### src/rtl/fcd_pkg.sv
package fcd_pkg;

    typedef enum logic [1:0] {
        RM_ARRAY  = 2'd0,
        RM_IDENT  = 2'd1,
        RM_QUERY  = 2'd2,
        RM_STATUS = 2'd3
    } rd_mode_e;

    typedef enum logic [2:0] {
        PD_NONE  = 3'd0,
        PD_ERASE = 3'd1,
        PD_WORD  = 3'd2,
        PD_PROT  = 3'd3,
        PD_LOCK  = 3'd4
    } pend_e;

    typedef enum logic [1:0] {
        OP_NONE  = 2'd0,
        OP_ERASE = 2'd1,
        OP_WORD  = 2'd2,
        OP_PROT  = 2'd3
    } eng_op_e;

    typedef enum logic [1:0] {
        LK_SET  = 2'd0,
        LK_CLR  = 2'd1,
        LK_DOWN = 2'd2
    } lock_code_e;

    localparam logic [7:0] CMD_ARRAY   = 8'hFF;
    localparam logic [7:0] CMD_IDENT   = 8'h90;
    localparam logic [7:0] CMD_QUERY   = 8'h98;
    localparam logic [7:0] CMD_STAT    = 8'h70;
    localparam logic [7:0] CMD_CLR     = 8'h50;
    localparam logic [7:0] CMD_ERASE   = 8'h20;
    localparam logic [7:0] CMD_WORD_A  = 8'h40;
    localparam logic [7:0] CMD_WORD_B  = 8'h10;
    localparam logic [7:0] CMD_LOCK    = 8'h60;
    localparam logic [7:0] CMD_PROT    = 8'hC0;
    localparam logic [7:0] CMD_SUSP    = 8'hB0;
    localparam logic [7:0] CMD_GO      = 8'hD0;
    localparam logic [7:0] CMD_LK_SET  = 8'h01;
    localparam logic [7:0] CMD_LK_DOWN = 8'h2F;

    localparam logic [15:0] MFR_CODE = 16'h00C2;
    localparam logic [15:0] DEV_TOP  = 16'h88C2;
    localparam logic [15:0] DEV_BOT  = 16'h88C3;

    // Status byte layout: ready, erase suspend, err hi, err lo, 0, prog suspend, 0, 0
    function automatic logic [7:0] pack_status(input logic ready,
                                               input logic esusp,
                                               input logic [1:0] err,
                                               input logic psusp);
        return {ready, esusp, err, 1'b0, psusp, 2'b00};
    endfunction

    // Stub query table
    function automatic logic [15:0] query_word(input logic [7:0] off);
        case (off)
            8'h10:   return 16'h0051;
            8'h11:   return 16'h0052;
            8'h12:   return 16'h0059;
            default: return 16'h0000;
        endcase
    endfunction

endpackage

### src/rtl/fcd_seq.sv
module fcd_seq
    import fcd_pkg::*;
#(
    parameter int ADDR_W = 20,
    parameter int DATA_W = 16,
    parameter int SECT_W = 3
) (
    input  logic              clk,
    input  logic              rst,
    input  logic              wr_en,
    input  logic [ADDR_W-1:0] wr_addr,
    input  logic [DATA_W-1:0] wr_data,
    input  logic              eng_busy,
    output rd_mode_e          mode,
    output logic [7:0]        status,
    output logic              eng_start,
    output eng_op_e           eng_op,
    output logic [ADDR_W-1:0] eng_addr,
    output logic [DATA_W-1:0] eng_data,
    output logic              eng_suspend,
    output logic              eng_resume,
    output logic              lock_we,
    output lock_code_e        lock_code,
    output logic [SECT_W-1:0] lock_sect
);

    logic [7:0] op;
    logic       running;
    logic       idle;

    rd_mode_e   mode_q, mode_d;
    pend_e      pend_q, pend_d;
    logic       susp_q, susp_d;
    eng_op_e    cur_q, cur_d;
    logic [1:0] err_q, err_d;
    logic       start_d, susp_p, res_p, bad;
    eng_op_e    sop;

    assign op        = wr_data[7:0];
    assign running   = eng_busy && !susp_q;
    assign idle      = !eng_busy && !susp_q;
    assign lock_sect = wr_addr[ADDR_W-1 -: SECT_W];

    always_comb begin
        mode_d    = mode_q;
        pend_d    = pend_q;
        susp_d    = susp_q;
        cur_d     = cur_q;
        err_d     = err_q;
        start_d   = 1'b0;
        susp_p    = 1'b0;
        res_p     = 1'b0;
        bad       = 1'b0;
        sop       = OP_NONE;
        lock_we   = 1'b0;
        lock_code = LK_SET;
        if (wr_en) begin
            if (pend_q != PD_NONE) begin
                pend_d = PD_NONE;
                case (pend_q)
                    PD_ERASE: begin
                        if (op == CMD_GO) begin
                            start_d = 1'b1;
                            sop     = OP_ERASE;
                        end else begin
                            bad = 1'b1;
                        end
                    end
                    PD_WORD: begin
                        start_d = 1'b1;
                        sop     = OP_WORD;
                    end
                    PD_PROT: begin
                        start_d = 1'b1;
                        sop     = OP_PROT;
                    end
                    PD_LOCK: begin
                        mode_d = RM_STATUS;
                        if (op == CMD_LK_SET) begin
                            lock_we   = 1'b1;
                            lock_code = LK_SET;
                        end else if (op == CMD_GO) begin
                            lock_we   = 1'b1;
                            lock_code = LK_CLR;
                        end else if (op == CMD_LK_DOWN) begin
                            lock_we   = 1'b1;
                            lock_code = LK_DOWN;
                        end else begin
                            bad = 1'b1;
                        end
                    end
                    default: ;
                endcase
                if (start_d) begin
                    mode_d = RM_STATUS;
                    cur_d  = sop;
                end
                if (bad) begin
                    err_d  = 2'b11;
                    mode_d = RM_STATUS;
                end
            end else begin
                case (op)
                    CMD_ARRAY:  if (!running) mode_d = RM_ARRAY;
                    CMD_IDENT:  if (!running) mode_d = RM_IDENT;
                    CMD_QUERY:  if (!running) mode_d = RM_QUERY;
                    CMD_STAT:   mode_d = RM_STATUS;
                    CMD_CLR:    if (idle) err_d = 2'b00;
                    CMD_ERASE:  if (idle) pend_d = PD_ERASE;
                    CMD_WORD_A,
                    CMD_WORD_B: if (idle) pend_d = PD_WORD;
                    CMD_PROT:   if (idle) pend_d = PD_PROT;
                    CMD_LOCK:   if (idle) pend_d = PD_LOCK;
                    CMD_SUSP: begin
                        if (running) begin
                            susp_d = 1'b1;
                            susp_p = 1'b1;
                            mode_d = RM_STATUS;
                        end
                    end
                    CMD_GO: begin
                        if (susp_q) begin
                            susp_d = 1'b0;
                            res_p  = 1'b1;
                            mode_d = RM_STATUS;
                        end
                    end
                    default: ;
                endcase
            end
        end
    end

    always_ff @(posedge clk) begin
        if (rst) begin
            mode_q      <= RM_ARRAY;
            pend_q      <= PD_NONE;
            susp_q      <= 1'b0;
            cur_q       <= OP_NONE;
            err_q       <= 2'b00;
            eng_start   <= 1'b0;
            eng_suspend <= 1'b0;
            eng_resume  <= 1'b0;
            eng_op      <= OP_NONE;
            eng_addr    <= '0;
            eng_data    <= '0;
        end else begin
            mode_q      <= mode_d;
            pend_q      <= pend_d;
            susp_q      <= susp_d;
            cur_q       <= cur_d;
            err_q       <= err_d;
            eng_start   <= start_d;
            eng_suspend <= susp_p;
            eng_resume  <= res_p;
            if (start_d) begin
                eng_op   <= sop;
                eng_addr <= wr_addr;
                eng_data <= wr_data;
            end
        end
    end

    assign mode   = mode_q;
    assign status = pack_status(!eng_busy || susp_q,
                                susp_q && (cur_q == OP_ERASE),
                                err_q,
                                susp_q && ((cur_q == OP_WORD) || (cur_q == OP_PROT)));


    ff_blocked_chk: assert property (@(posedge clk) disable iff (rst)
        (wr_en && pend_q == PD_NONE && op == CMD_ARRAY && eng_busy && !susp_q)
        |=> mode_q == $past(mode_q));


    bad_confirm_chk: assert property (@(posedge clk) disable iff (rst)
        (wr_en && pend_q == PD_ERASE && op != CMD_GO)
        |=> (err_q == 2'b11 && mode_q == RM_STATUS && !eng_start));


    req_onehot_chk: assert property (@(posedge clk) disable iff (rst)
        $onehot0({eng_start, eng_suspend, eng_resume}));


    start_status_chk: assert property (@(posedge clk) disable iff (rst)
        eng_start |-> (mode_q == RM_STATUS && !susp_q));


    resume_after_susp_chk: assert property (@(posedge clk) disable iff (rst)
        eng_resume |-> (!susp_q && $past(susp_q)));

endmodule

### src/rtl/fcd_lock_table.sv
module fcd_lock_table
    import fcd_pkg::*;
#(
    parameter int SECT_W = 3
) (
    input  logic              clk,
    input  logic              rst,
    input  logic              we,
    input  lock_code_e        code,
    input  logic [SECT_W-1:0] sect,
    output logic [(1<<SECT_W)-1:0] lock_vec,
    output logic [(1<<SECT_W)-1:0] down_vec
);

    localparam int NSECT = 1 << SECT_W;

    for (genvar g = 0; g < NSECT; g++) begin : g_sect
        always_ff @(posedge clk) begin
            if (rst) begin
                lock_vec[g] <= 1'b0;
                down_vec[g] <= 1'b0;
            end else if (we && sect == SECT_W'(g)) begin
                case (code)
                    LK_SET:  lock_vec[g] <= 1'b1;
                    LK_CLR:  if (!down_vec[g]) lock_vec[g] <= 1'b0;
                    LK_DOWN: begin
                        lock_vec[g] <= 1'b1;
                        down_vec[g] <= 1'b1;
                    end
                    default: ;
                endcase
            end
        end
    end


    down_implies_lock_chk: assert property (@(posedge clk) disable iff (rst)
        (down_vec & ~lock_vec) == '0);

endmodule

### src/rtl/fcd_read_mux.sv
module fcd_read_mux
    import fcd_pkg::*;
#(
    parameter int ADDR_W   = 20,
    parameter int DATA_W   = 16,
    parameter int SECT_W   = 3,
    parameter bit TOP_BOOT = 1'b1
) (
    input  logic              clk,
    input  logic              rst,
    input  logic              rd_en,
    input  logic [ADDR_W-1:0] rd_addr,
    input  logic [DATA_W-1:0] arr_data,
    input  rd_mode_e          mode,
    input  logic [7:0]        status,
    input  logic [(1<<SECT_W)-1:0] lock_vec,
    input  logic [(1<<SECT_W)-1:0] down_vec,
    output logic [DATA_W-1:0] rd_data
);

    localparam int OFF_W = ADDR_W - SECT_W;
    localparam logic [15:0] DEV_CODE = TOP_BOOT ? DEV_TOP : DEV_BOT;

    logic [SECT_W-1:0] sect;
    logic [OFF_W-1:0]  off;
    logic [DATA_W-1:0] src;
    logic              rd_q;

    assign sect = rd_addr[ADDR_W-1 -: SECT_W];
    assign off  = rd_addr[OFF_W-1:0];

    always_comb begin
        src = '0;
        case (mode)
            RM_ARRAY: src = arr_data;
            RM_IDENT: begin
                if (rd_addr == '0)
                    src = DATA_W'(MFR_CODE);
                else if (rd_addr == ADDR_W'(1))
                    src = DATA_W'(DEV_CODE);
                else if (off == OFF_W'(2))
                    src = DATA_W'({down_vec[sect], lock_vec[sect]});
            end
            RM_QUERY: begin
                if (rd_addr[ADDR_W-1:8] == '0)
                    src = DATA_W'(query_word(rd_addr[7:0]));
            end
            RM_STATUS: src = DATA_W'(status);
            default: ;
        endcase
    end

    always_ff @(posedge clk) begin
        if (rst) begin
            rd_q    <= 1'b0;
            rd_data <= '0;
        end else begin
            rd_q <= rd_en;
            if (!rd_en)
                rd_data <= '0;
            else if (mode != RM_STATUS || !rd_q)
                rd_data <= src;
        end
    end


    status_hold_chk: assert property (@(posedge clk) disable iff (rst)
        (rd_en && rd_q && mode == RM_STATUS) |=> $stable(rd_data));


    idle_zero_chk: assert property (@(posedge clk) disable iff (rst)
        !rd_en |=> rd_data == '0);

endmodule

### src/rtl/flash_cmd_decoder.sv
module flash_cmd_decoder
    import fcd_pkg::*;
#(
    parameter int ADDR_W   = 20,
    parameter int DATA_W   = 16,
    parameter int SECT_W   = 3,
    parameter bit TOP_BOOT = 1'b1
) (
    input  logic              clk,
    input  logic              rst,
    input  logic              wr_en,
    input  logic [ADDR_W-1:0] wr_addr,
    input  logic [DATA_W-1:0] wr_data,
    input  logic              rd_en,
    input  logic [ADDR_W-1:0] rd_addr,
    input  logic [DATA_W-1:0] arr_data,
    output logic [DATA_W-1:0] rd_data,
    input  logic              eng_busy,
    output logic              eng_start,
    output logic [1:0]        eng_op,
    output logic [ADDR_W-1:0] eng_addr,
    output logic [DATA_W-1:0] eng_data,
    output logic              eng_suspend,
    output logic              eng_resume
);

    localparam int NSECT = 1 << SECT_W;

    rd_mode_e          mode;
    logic [7:0]        status;
    eng_op_e           op_e;
    logic              lock_we;
    lock_code_e        lock_code;
    logic [SECT_W-1:0] lock_sect;
    logic [NSECT-1:0]  lock_vec;
    logic [NSECT-1:0]  down_vec;

    fcd_seq #(.ADDR_W(ADDR_W), .DATA_W(DATA_W), .SECT_W(SECT_W)) u_seq (
        .clk(clk), .rst(rst),
        .wr_en(wr_en), .wr_addr(wr_addr), .wr_data(wr_data),
        .eng_busy(eng_busy),
        .mode(mode), .status(status),
        .eng_start(eng_start), .eng_op(op_e),
        .eng_addr(eng_addr), .eng_data(eng_data),
        .eng_suspend(eng_suspend), .eng_resume(eng_resume),
        .lock_we(lock_we), .lock_code(lock_code), .lock_sect(lock_sect)
    );

    fcd_lock_table #(.SECT_W(SECT_W)) u_locks (
        .clk(clk), .rst(rst),
        .we(lock_we), .code(lock_code), .sect(lock_sect),
        .lock_vec(lock_vec), .down_vec(down_vec)
    );

    fcd_read_mux #(.ADDR_W(ADDR_W), .DATA_W(DATA_W), .SECT_W(SECT_W),
                   .TOP_BOOT(TOP_BOOT)) u_rd (
        .clk(clk), .rst(rst),
        .rd_en(rd_en), .rd_addr(rd_addr), .arr_data(arr_data),
        .mode(mode), .status(status),
        .lock_vec(lock_vec), .down_vec(down_vec),
        .rd_data(rd_data)
    );

    assign eng_op = op_e;

endmodule

### config.mk
export PLATFORM = sky130hd
export DESIGN_NAME = flash_cmd_decoder
export DESIGN_NICKNAME = d
export VERILOG_FILES = /design/src/rtl/fcd_pkg.sv /design/src/rtl/fcd_seq.sv /design/src/rtl/fcd_lock_table.sv /design/src/rtl/fcd_read_mux.sv /design/src/rtl/flash_cmd_decoder.sv
export SDC_FILE = /design/constraint.sdc
export NUM_CORES = 1
export LEC_CHECK = 0
export ABC_AREA = 1
export BUFFER_PORTS_ARGS = -buffer_cell sky130_fd_sc_hd__buf_2
export CAP_MARGIN = 5
export CORE_ASPECT_RATIO = 1.2
export CORE_MARGIN = 10
export CORE_UTILIZATION = 50
export DETAILED_ROUTE_END_ITERATION = 10
export HOLD_SLACK_MARGIN = 0.12
export PLACE_DENSITY = 0.78
export SLEW_MARGIN = 20
export SYNTH_ARGS = -nofsm -noshare
export SYNTH_HDL_FRONTEND = slang
export SYNTH_SLANG_ARGS = --single-unit
### constraint.sdc
create_clock -name clk -period 1.7 [get_ports clk]
set_input_delay 0.34 -clock clk [delete_from_list [all_inputs] [get_ports clk]]
set_output_delay 0.34 -clock clk [all_outputs]
set_load 0.01 [all_outputs]
==> After elaboration in Yosys (flattened, before gate mapping) <==
Cells that the tools add are included.
{ "totals": {"regBits": 84, "input_bits": 77} }
{ "op_classes": {"n_lt_le_gt_ge": 1, "eq_ne": 59, "n_mux": 79, "n_bitwise": 5, "n_reduce_logical": 57} }
{ "op_table": {"columns": ["operator", "n"], "rows": [
  ["$pmux W16 S4", 1],
  ["$eq A8 B8 Y1 const B", 6],
  ["$mux W16", 3],
  ["$mux W2", 22],
  ["$eq A8 B5 Y1 const B", 4],
  ["$eq A8 B7 Y1 const B", 4],
  ["$mux W1", 31],
  ["$reduce_and A3 Y1", 9],
  ["$pmux W1 S2", 11],
  ["$pmux W7 S3", 1],
  ["$eq A20 B1 Y1 const B", 1],
  ["$logic_not A20 Y1", 1],
  ["$ne A2 B2 Y1 const B", 10],
  ["$ne A3 B1 Y1 const B", 6],
  ["$eq A17 B2 Y1 const B", 1],
  ["$eq A8 B6 Y1 const B", 2],
  ["$reduce_and A2 Y1", 8],
  ["$eq A3 B3 Y1 const B", 5],
  ["$mux W3", 5],
  ["$eq A3 B2 Y1 const B", 4],
  ["$logic_and A1 B1 Y1", 12],
  ["$logic_not A12 Y1", 1],
  ["$pmux W2 S6", 1],
  ["$pmux W3 S4", 1],
  ["24 further kinds", 51]
]} }

==> Logic depth before layout (Yosys ltp) <==
Gate-level depths: netlist of run 1.
{ "logic_depth": {"word_depth": 11, "ltp_mapped": 12, "ltp_nobuf": 12} }

==> Hierarchy <==
From an unflattened synthesis of run 1, not the netlist that was laid out.
{ "unflattened": {"hier_cells": 604, "hier_area_um2": 4027.6} }
{ "modules_own_cells": {"columns": ["mod", "instances", "cells_per_inst", "area_per_inst_um2", "seq_area_each_um2"], "rows": [
  ["fcd_seq", 1, 330, 2267.2, 1001.0],
  ["fcd_read_mux", 1, 175, 1069.8, 340.3],
  ["fcd_lock_table", 1, 99, 690.7, 320.3]
]} }

==> Least setup slack after synthesis of run 1 <==
OpenSTA, ideal clock, no wires.
{ "synth_path": {"kind": "input to register", "start": "input wr_data[2]", "end": "register u_seq.eng_addr[19]", "setup_time_ns": 0.123, "arrival_time_ns": 1.317, "slack_ns": 0.260, "cell_stages": 10, "cell_sequence": "inv_2 -> nand2_1 -> nor2_4 -> nand2_4 -> o22ai_2 -> nand2_2 -> inv_2 -> buf_8 -> buf_4 -> a21oi_1"} }
{ "synth_via": {"elab_chain_len": 7} }
{ "synth_rtl": {"columns": ["element", "line", "text"], "rows": [
  ["start, declared", "flash_cmd_decoder.sv:13", "input logic [DATA_W-1:0] wr_data,"],
  ["$eq A8 B8 Y1", "fcd_seq.sv:62", "if (op == CMD_GO) begin"],
  ["$mux W1", "fcd_seq.sv:62", null],
  ["$pmux W1 S2", "fcd_seq.sv:60", "case (pend_q)"],
  ["$mux W1", "fcd_seq.sv:58", "if (pend_q != PD_NONE) begin"],
  ["$mux W1", "fcd_seq.sv:57", "if (wr_en) begin"],
  ["$mux W1", "fcd_seq.sv:58", null],
  ["$mux W1", "fcd_seq.sv:57", null],
  ["end signal, assigned", "fcd_seq.sv:158", "eng_addr <= wr_addr;"],
  ["end, declared", "fcd_seq.sv:18", "output logic [ADDR_W-1:0] eng_addr,"]
]} }
No other way between the ends. The select of a mux whose other input is x is not followed.
A chain may end at the register's enable or synchronous reset.

==> Worst setup path in the final report of run 1 <==
{ "layout_path": {"start": "register u_seq.pend_q[1]", "end": "register u_seq.err_q[0]"} }
{ "layout_via": {"elab_chain_len": 6, "elab_cells_between_ends": 11, "classes_between": "3 x eq/ne; 4 x mux; 4 x reduce/logical"} }
{ "layout_rtl": {"columns": ["element", "line", "text"], "rows": [
  ["start, declared", "fcd_seq.sv:32", "pend_e pend_q, pend_d;"],
  ["start signal, assigned", "fcd_seq.sv:149", "pend_q <= pend_d;"],
  ["$eq A3 B3 Y1 / $eq A3 B1 Y1 (equally long branches)", "fcd_seq.sv:60", null],
  ["$pmux W1 S2", "fcd_seq.sv:60", null],
  ["$mux W1", "fcd_seq.sv:58", null],
  ["$mux W1", "fcd_seq.sv:57", null],
  ["$ne A2 B2 Y1 (no source line)", null, null],
  ["$reduce_and A4 Y1 (no source line)", null, null],
  ["end signal, assigned", "fcd_seq.sv:152", "err_q <= err_d;"],
  ["end, declared", "fcd_seq.sv:35", "logic [1:0] err_q, err_d;"]
]} }
Several ways; a longest one is shown, not always the timed one. The select of a mux whose other input is x is not followed.

==> results of run 1 <==
## timing repair
action | in CTS | in global routing
gates resized for setup | 0 | 1
hold endpoints to repair | 0 | 0
setup endpoints to repair | 0 | 7
buffers inserted | 0 | 0
## report_power, final
part	switching [mW]	leakage, nW	internal, mW
sequential	0.00839	0.672	1.96
clock	0.750	0.105	0.737
combinational	0.195	1.63	0.145
total	0.953	2.41	2.84
## per-stage QoR
| step | hold slack [ps] | total power [mW] |
|---|---|---|
| CTS | 215 | 3.83 |
| global route | 224 | 3.95 |
| global placement | 445 | 2.35 |
| finish | 226 | 3.80 |
| floorplan | 436 | 2.18 |
| detailed placement | 452 | 2.35 |
## worst max-delay path, cell delays in order (launching register included)
cell and delay, ps:
dfxtp_1 340, nor2_1 140, inv_1 90, nor2_4 220, inv_2 110, o41ai_1 450
nor2_1 90
## sequential cells by signal, summed over array words and instances (netlist names)
signal             flops
u_seq.eng_suspend      1
u_rd.rd_q              1
u_seq.eng_addr        20
u_seq.eng_resume       1
u_seq.susp_q           1
u_locks.lock_vec       8
u_seq.eng_start        1
u_seq.eng_data        16
u_seq.pend_q           3
u_seq.err_q            1
u_locks.down_vec       8
u_seq.cur_q            2
u_rd.rd_data          16
u_seq.mode             2
u_seq.eng_op           2
## layout make-up
| type | instances | area [um^2] | share of cell area (%) |
|---|---|---|---|
| clock inverter | 6 | 71.3 | 1.44 |
| sequential | 83 | 1660 | 33.7 |
| timing repair buffer | 155 | 843 | 17.1 |
| multi-input combinational | 411 | 1910 | 38.6 |
| inverter | 54 | 203 | 4.10 |
| clock buffer | 10 | 138 | 2.79 |
| tap | 92 | 115 | 2.33 |
## synth_stat cells (3+ instances only)
| master | number | area, um^2 |
|---|---|---|
| nor2_1 | 127 | 477 |
| a21oi_1 | 45 | 225 |
| nand4_1 | 14 | 87.6 |
| nor2_4 | 3 | 33.8 |
| clkbuf_1 | 12 | 45.0 |
| o21ai_0 | 52 | 260 |
| inv_2 | 9 | 33.8 |
| nor3_1 | 5 | 25.0 |
| a31oi_1 | 7 | 43.8 |
| inv_1 | 45 | 169 |
| dfxtp_1 | 83 | 1660 |
| nand2_1 | 96 | 360 |
| o211ai_1 | 3 | 22.5 |
| nand3_1 | 34 | 170 |
| nor4_1 | 3 | 18.8 |
| nand2_2 | 4 | 25.0 |
| o21ai_1 | 3 | 15.0 |
## per-layer routing
layer | vias up | GRT usage, % | part of all wire, %
li1 | 2160 | - | -
met1 | 1840 | 20.4 | 41
met5 | - | 0 | 0
met4 | 0 | 5.57 | 1.5
met3 | 18 | 6.80 | 8.9
met2 | 135 | 32.1 | 49
## cell families after synthesis
family | after synthesis | synth area share (%)
buf+inv | 73 | 8.00
flops | 83 | 42.8
compound gates | 117 | 16.3
simple gates | 294 | 32.9
## worst max path at each step
| stage | cells after the start | slack (ps) | endpoint |
|---|---|---|---|
| 5_1_grt | 9 | 30 | u_locks.down_vec[2] |
| 6_report | 6 | 150 | u_seq.err_q[0] |
| 2_1_floorplan | 10 | 260 | u_seq.eng_addr[19] |
| 4_1_cts | 8 | 140 | u_locks.lock_vec[3] |
| 3_5_place_dp | 11 | -40 | u_seq.eng_addr[18] |
| 3_3_place_gp | 12 | 20 | u_locks.lock_vec[2] |
==> impl_metrics.toml, run 1 <==
[worst_setup_path]
end_kind = "register"
reg2reg_to = "u_seq.err_q[0]"
crit_type = "reg2reg"
r2r-start = "u_seq.pend_q[1]"
startpoint = "u_seq.pend_q[1]"
cp.required_ps = 1930
cp-start-kind = "register"
ff2ff_setup_slack_ps = 150
rr_worst_depth = 6
cp_max_fo = 10
crit_arrival_ps = 1780

[place]
dp_hpwl_mm = 8.72
portBuffers = 133
post-place-ws_ps = -38.6
place_area_mm2 = 0.00473
gp_congestion = 0.902
dp_cells = 795

[power]
ir_worst_vdd_mv = 0.862
p_leak_nw = 2.41
p_per_area_mw_per_mm2 = 768

[sta]
report.final.slew_viol_count = 0
final.min_clock_period_ps = 1550
slew_headroom_pct = 71.0
final.period_utilization_pct = 91.0
hold_violations = 0
setup_viol = 0
layout_setup_ws_ps = 153
tightest_slew_ps = 429
max_freq_ghz = 0.647
rsz0062_at_grt = "no"
fin_setup_tns_ps = 0
skew_ps = 10.7

[synthesis]
ys_types = 33
ys_ff_latch = 83
syn-num-nets = 644
ys_seq_area_share_pct = 42.8
yosys_warnings = 0
ys.flop_type = "dfxtp_1"
synth-edff-count = 0
async_flop_share_pct = 0
syn_area_per_cell_um2 = 6.84
syn_area_mm2 = 0.00388
netlist_instances = 567

[die]
fp.coreArea_mm2 = 0.00762
die_h_um = 116
rows = 35
fp.dieW_um = 100
start_util_pct = 50.9
boundaryPins = 134
dieArea_mm2 = 0.0117

[detailed_routing]
drt-initial-drc-count = 207
drc = 0
num_vias = 4153
ant_nets = 0
routed_via_density = 5.12
dr.pass1.iters = 4
avgRoutedWirePerCell_um = 13.6
wl_mm = 11.0

[layout]
finalNetCount = 791
final_cells = 811
final_cell_area_mm2 = 0.00494
layout_commonest_cell = "buf_2"
drive_above_1_share_pct = 27.0
final_cell_mix = "buf_2 (133), nor2_1 (127), nand2_1 (96)"
diodes = 0
final_core_util_pct = 64.8
fillerInstances = 722
area_delta_synth_final_pct = 27.4

[cts]
clock_latency_ps = 350
cts.sinks = 83
cts_made_buffers = 9
clk_pin_slew_worst_paths_ps = 90
cts_tree = "done"
root_buffer = "clkbuf_8"
cts_htree_levels = 3
hold_buffers = 0
clock_path_buffers = 2

[hold_path]
worstHoldStart = "wr_data[15]"
worstHoldPathCells = 3
hold_path.class = "in2reg"
hold-path-endpoint = "u_seq.eng_data[15]"

[global_route]
antenna_found_initial = 0
grt_usage_pct = 18.4
grt_pass1_vias = 4049
grt_overflow = 0
grt_max_degree = 33
grt_pass1_wl_mm = 18.1

[run]
cap_violations = 0

[status]
status = "complete, no violations"
Note: power is estimated with default switching activity, not from simulation.
==> run 2, diff against run 1 <==
--- a/config.mk
+++ b/config.mk
@@ -10,10 +10,10 @@
 export CAP_MARGIN = 5
 export CORE_ASPECT_RATIO = 1.2
 export CORE_MARGIN = 10
-export CORE_UTILIZATION = 50
+export CORE_UTILIZATION = 54
 export DETAILED_ROUTE_END_ITERATION = 10
 export HOLD_SLACK_MARGIN = 0.12
-export PLACE_DENSITY = 0.78
+export PLACE_DENSITY = 0.83
 export SLEW_MARGIN = 20
 export SYNTH_ARGS = -nofsm -noshare
 export SYNTH_HDL_FRONTEND = slang
==> constraint.sdc (replaced) <==
create_clock -name clk -period 1.81 [get_ports clk]
set_input_delay 0.362 -clock clk [delete_from_list [all_inputs] [get_ports clk]]
set_output_delay 0.362 -clock clk [all_outputs]
set_load 0.01 [all_outputs]
==> run 2 against run 1 <==
  * Non-clock buffer count shrank 11
  * Die area is 6.1% lower
  * Sequential share of layout area grew 0.39 points
  * Critical path type unchanged
  * Largest cell class unchanged
==> impl_metrics.toml, run 2 (same netlist as run 1, synthesis figures left out) <==
[hold_path]
hold_path.class = "in2reg"

[cts]
cts.sinks = 83
cts_tree = "done"
root_buffer = "clkbuf_8"
cts_htree_levels = 3
post_cts.repair.setup_buffers = 0
cts_made_buffers = 9
clock_path_buffers = 2
clk_pin_slew_worst_paths_ps = 100
clock_latency_ps = 360
hold_buffers = 0

[layout]
regMostFlops = "u_seq.eng_addr"
largestRegisters = "u_seq.eng_addr x20, u_rd.rd_data x16, u_seq.eng_data x16"
area_delta_synth_final_pct = 25.9
final_cells = 795
largest_register_ff_count = 20
final_cell_mix = "buf_2 (133), nor2_1 (127), nand2_1 (96)"
drive_above_1_share_pct = 25.8
layout_commonest_cell = "buf_2"
finalNetCount = 780
final_core_util_pct = 70.8
diodes = 0

[place]
gp_congestion = 0.907
dp_cells = 779
dp_hpwl_mm = 8.61
portBuffers = 133

[worst_setup_path]
cpPeakStageDelay_ps = 340
cp_max_fo = 12
crit_arrival_ps = 1850
crit_type = "reg2reg"
critPathSlowestCell = "dfxtp_1"
ff2ff_setup_slack_ps = 260
cp-start-kind = "register"
cp.required_ps = 2100
crit_chain = "nor2_1 > nand2_1 > nor2_1 > nand2_2 > inv_2 > nand2_2 > nor2_1 > nand2_1 > a21oi_1"
cpMostUsedCell = "nor2_1"
end_kind = "register"

[global_route]
grt_usage_pct = 19.6
grt_overflow = 0
grt_pass1_wl_mm = 18.6
grt_max_degree = 48
antenna_found_initial = 0
grt_pass1_vias = 4135

[sta]
final.min_clock_period_ps = 1550
slew_headroom_pct = 62.4
fin_setup_tns_ps = 0
max_freq_ghz = 0.644
skew_ps = 12.3
hold_violations = 0
rsz0062_at_grt = "no"
holdWs_ps = 237
setup_viol = 0
final.period_utilization_pct = 85.8
report.final.slew_viol_count = 0
tightest_slew_ps = 562

[die]
dieArea_mm2 = 0.0110
fp.coreArea_mm2 = 0.00690
rows = 33
fp.dieW_um = 97.4
boundaryPins = 134
die_h_um = 113
start_util_pct = 56.3

[status]
status = "complete, no violations"

[detailed_routing]
avgRoutedWirePerCell_um = 13.8
num_vias = 4192
drc = 0
ant_nets = 0
dr.pass1.iters = 4
routed_via_density = 5.27
wl_mm = 11.0
drt-initial-drc-count = 175

[power]
p_per_area_mw_per_mm2 = 756
ir_worst_vdd_mv = 0.632
p_leak_nw = 2.37
power_mw = 3.69

[run]
cap_violations = 0
run 2: cell types whose count changed in the layout (fill, tap and decap cells not counted), sizes merged:
cell    previous run  this run
buf              155       144
bufinv             1         2
clkbuf            10         9
inv               57        58
clkinv             1         0
run 2: final cells by class:
type,instances,area (um^2)
Fill cell,612,2010
Sequential cell,83,1660
Clock buffer,9,124
Inverter,54,203
Tap cell,87,109
Timing Repair Buffer,144,773
Multi-Input combinational cell,411,1910
Clock inverter,7,105
run 2: where the power goes:
part           switching (mW)  leakage (nW)  internal [mW]
Clock                   0.726         0.113          0.801
Combinational           0.182          1.59          0.132
Sequential            0.00857         0.672           1.84
run 2: what timing repair did:
item                       CTS  global route
gates resized for setup      0             1
hold endpoints to repair     0             0
setup endpoints to repair    0             1
run 2: per-stage QoR:
step	cell area [um^2]	setup slack, ps
after global placement	4650	67.2
after detailed placement	4650	-3.24
after global routing	4880	71.4
after floorplan	3880	348
final	4880	256
after CTS	4880	182
run 2: worst max-delay path, delay by kind of cell, from the launching register on:
family / cells / cell delay [ps]
DFF: 1 / 340
AOI/OAI and AO/OA: 1 / 120
buffers and inverters: 1 / 170
and+or+nand+nor: 7 / 860
run 2: worst paths after layout:
kind              startpoint                  end  depth (start not counted)
max          u_seq.pend_q[1]  u_locks.down_vec[2]                          9
min reg2reg  u_seq.eng_op[1]      u_seq.eng_op[1]                          2
min              arr_data[9]      u_rd.rd_data[9]                          3
max reg2reg  u_seq.pend_q[1]  u_locks.down_vec[2]                          9
run 2: metal layers:
layer | track usage (%) | wire length, um | share of wire [%] | up-vias
met5 | 0 | 0 | 0 | -
met4 | 6.50 | 188 | 1.7 | 0
li1 | - | - | - | 2141
met2 | 34.0 | 5370 | 49 | 137
met3 | 6.39 | 863 | 7.9 | 17
met1 | 22.2 | 4570 | 42 | 1897
==> run 3, diff against run 2 <==
--- a/config.mk
+++ b/config.mk
@@ -5,12 +5,12 @@
 export SDC_FILE = /design/constraint.sdc
 export NUM_CORES = 1
 export LEC_CHECK = 0
-export ABC_AREA = 1
+export ABC_AREA = 0
 export BUFFER_PORTS_ARGS = -buffer_cell sky130_fd_sc_hd__buf_2
 export CAP_MARGIN = 5
 export CORE_ASPECT_RATIO = 1.2
 export CORE_MARGIN = 10
-export CORE_UTILIZATION = 54
+export CORE_UTILIZATION = 53
 export DETAILED_ROUTE_END_ITERATION = 10
 export HOLD_SLACK_MARGIN = 0.12
 export PLACE_DENSITY = 0.83
==> run 3 against run 2 <==
  * Hold slack better by 7.1 ps
  * Combinational power down 2%
  * Largest power group unchanged
  * Clock skew down 4.6 ps
  * Highest routed layer unchanged
==> impl_metrics.toml, run 3 <==
[cts]
cts.sinks = 83
clock_latency_ps = 350
hold_buffers = 0
clock_path_buffers = 2
cts_made_buffers = 9
cts_tree = "done"
post_cts.repair.setup_buffers = 0
root_buffer = "clkbuf_8"
clk_pin_slew_worst_paths_ps = 90
cts_htree_levels = 3

[layout]
fillerInstances = 556
finalNetCount = 659
multi_input_area_mm2 = 0.00186
diodes = 0
largestRegisters = "u_seq.eng_addr x20, u_rd.rd_data x16, u_seq.eng_data x16"
layout_commonest_cell = "buf_2"
final_core_util_pct = 71.6
final_cell_mix = "buf_2 (131), nand2_1 (85), dfxtp_1 (83)"
ff_latch_area_mm2 = 0.00166
drive_above_1_share_pct = 37.8
largest_register_ff_count = 20
area_delta_synth_final_pct = 32.4
regMostFlops = "u_seq.eng_addr"

[synthesis]
netlist_top_cells_area = "dfxtp_1 (45%), nand2_1 (8.9%), a21oi_1 (7.4%)"
yosys_warnings = 0
synth.most_common_cell = "nand2_1"
synth-xor-area-share_pct = 0.239
ys_seq_area_share_pct = 45.4
async_flop_share_pct = 0
synth_common_cells = "nand2_1 (87), dfxtp_1 (83), a21oi_1 (54), nor2_1 (32), o21ai_0 (12)"
ys_ff_latch = 83
synth_top_family_by_area = "simple AND/OR/NAND/NOR gates"
synth-edff-count = 0
yosysTopAreaCell = "dfxtp_1"
ys.flop_type = "dfxtp_1"
yosys.area_share.simple_pct = 24.3
synth-compound-area-share_pct = 21.0
synthMuxAreaShare_pct = 3.28
synthAdderAreaFrac_pct = 0
ys_types = 55
synth.top_cell.area_share_pct = 45.4
netlist_instances = 427
syn_area_per_cell_um2 = 8.58
syn_area_mm2 = 0.00366
syn-num-nets = 504

[place]
portBuffers = 133
dp_hpwl_mm = 8.24
post-place-ws_ps = -366
gp_congestion = 0.850

[sta]
final.min_clock_period_ps = 1770
report.final.slew_viol_count = 0
setup_viol = 0
slew_headroom_pct = 75.8
final.period_utilization_pct = 98.0
skew_ps = 7.68
max_freq_ghz = 0.564
holdWs_ps = 244
rsz0062_at_grt = "yes"
hold_violations = 0
tightest_slew_ps = 354
layout_setup_ws_ps = 36.6

[die]
fp.coreArea_mm2 = 0.00677
die_h_um = 111
start_util_pct = 54.1
rows = 33
dieArea_mm2 = 0.0106
fp.dieW_um = 95.9
boundaryPins = 134

[global_route]
grt_usage_pct = 19.6
grt_overflow = 0
grt_pass1_vias = 3755
grt_pass1_wl_mm = 17.2
antenna_found_initial = 0
grt_max_degree = 31

[hold_path]
worstHoldStart = "wr_data[15]"
hold-path-endpoint = "u_seq.eng_data[15]"
hold_path.class = "in2reg"
worstHoldPathCells = 3

[worst_setup_path]
ff2ff_setup_slack_ps = 250
cp_max_fo = 11
cpPeakStageDelay_ps = 580
startpoint = "wr_data[3]"
reg2reg_to = "u_seq.pend_q[0]"
crit_chain = "buf_2 > or4_4 > or3_4 > o21a_1 > buf_4 > nand2_1 > a21oi_1"
crit_type = "in2reg"
crit_arrival_ps = 2000
r2r-start = "u_seq.pend_q[1]"
rr_worst_depth = 5
cp.required_ps = 2040
cp-start-kind = "input port"
end_kind = "register"
critPathTopFamily = "simple AND/OR/NAND/NOR gates"
critPathBufInv = 2
critPathSlowestCell = "or4_4"

[power]
p_leak_nw = 2.02
ir_worst_vdd_mv = 0.507
p_per_area_mw_per_mm2 = 744

[run]
cap_violations = 0

[detailed_routing]
routed_via_density = 5.49
ant_nets = 0
avgRoutedWirePerCell_um = 15.8
num_vias = 3703
drc = 0
wl_mm = 10.7
drt-initial-drc-count = 209
dr.pass1.iters = 5

[status]
status = "complete, no violations"
==> run 3: cell count changes after synthesis, moves of 11 or more <==
cell,before,now
nor2_1,127,32
inv_1,45,2
o21ai_0,52,12
nand3_1,34,6
nand2b_1,0,11
nand4_1,14,3
==> run 3: power by group <==
part / leakage [nW] / internal [mW] / switching (mW)
registers: 0.671 / 1.84 / 0.00927
clock network: 0.106 / 0.780 / 0.670
logic: 1.24 / 0.146 / 0.160
==> run 3: area by class of cell <==
type | instances | area share, %
clock buffers | 10 | 2.63
multi-input cells | 314 | 38.5
inverters | 4 | 0.310
well taps | 87 | 2.25
repair buffers | 170 | 20.2
clock inverters | 6 | 1.86
flip-flops and latches | 83 | 34.3
==> run 3: how the worst max path moves through the flow <==
stage | end | slack (ps) | cells past startpoint
floorplan | u_seq.eng_addr[12] | -250 | 8
global placement | u_seq.eng_addr[1] | -310 | 7
detailed placement | u_seq.eng_addr[0] | -370 | 7
CTS | u_locks.lock_vec[4] | 20 | 7
global route | u_rd.rd_data[6] | -40 | 7
finish | u_seq.eng_addr[0] | 40 | 7
==> run 3: layer usage <==
| layer | share of wire, % | global-route usage [%] | vias to the layer above | routed length, um |
|---|---|---|---|---|
| met1 | 40 | 23.0 | 1710 | 4210 |
| li1 | - | - | 1831 | - |
| met4 | 0.86 | 4.63 | 0 | 92 |
| met3 | 11 | 8.27 | 9 | 1200 |
| met2 | 48 | 31.9 | 153 | 5150 |
| met5 | 0 | 0 | - | 0 |
==> run 3: cells by family after synthesis <==
kind of cell / count (synthesis)
flip-flops: 83
AO/OA/AOI/OAI: 118
multiplexers: 7
buffers and inverters: 30
XOR/XNOR: 1
AND/OR/NAND/NOR: 188
==> run 3: worst register-to-register path, cell delays in order, from the launching register on <==
cell and delay (ps):
dfxtp_1 330, nor2_2 220, nand2_1 120, nor4_2 190, or3b_2 490, a21oi_1 150
==> run 3: timing repair <==
item / 4_1_cts / 5_1_grt
hold endpoints to repair: 0 / 0
gates resized for setup: 0 / 13
endpoints found under the setup margin: 0 / 26
==> run 3: metrics by stage <==
step / cells / TNS (ps) / cell area [um^2] / total power, mW
after floorplan: 427 / -7350 / 3690 / 2.03
after CTS: 674 / 0 / 4780 / 3.62
after global placement: 658 / -15590 / 4570 / 2.18
after global routing: 674 / -59.5 / 4850 / 3.74
final: 674 / 0 / 4850 / 3.61
after detailed placement: 658 / -18170 / 4570 / 2.19
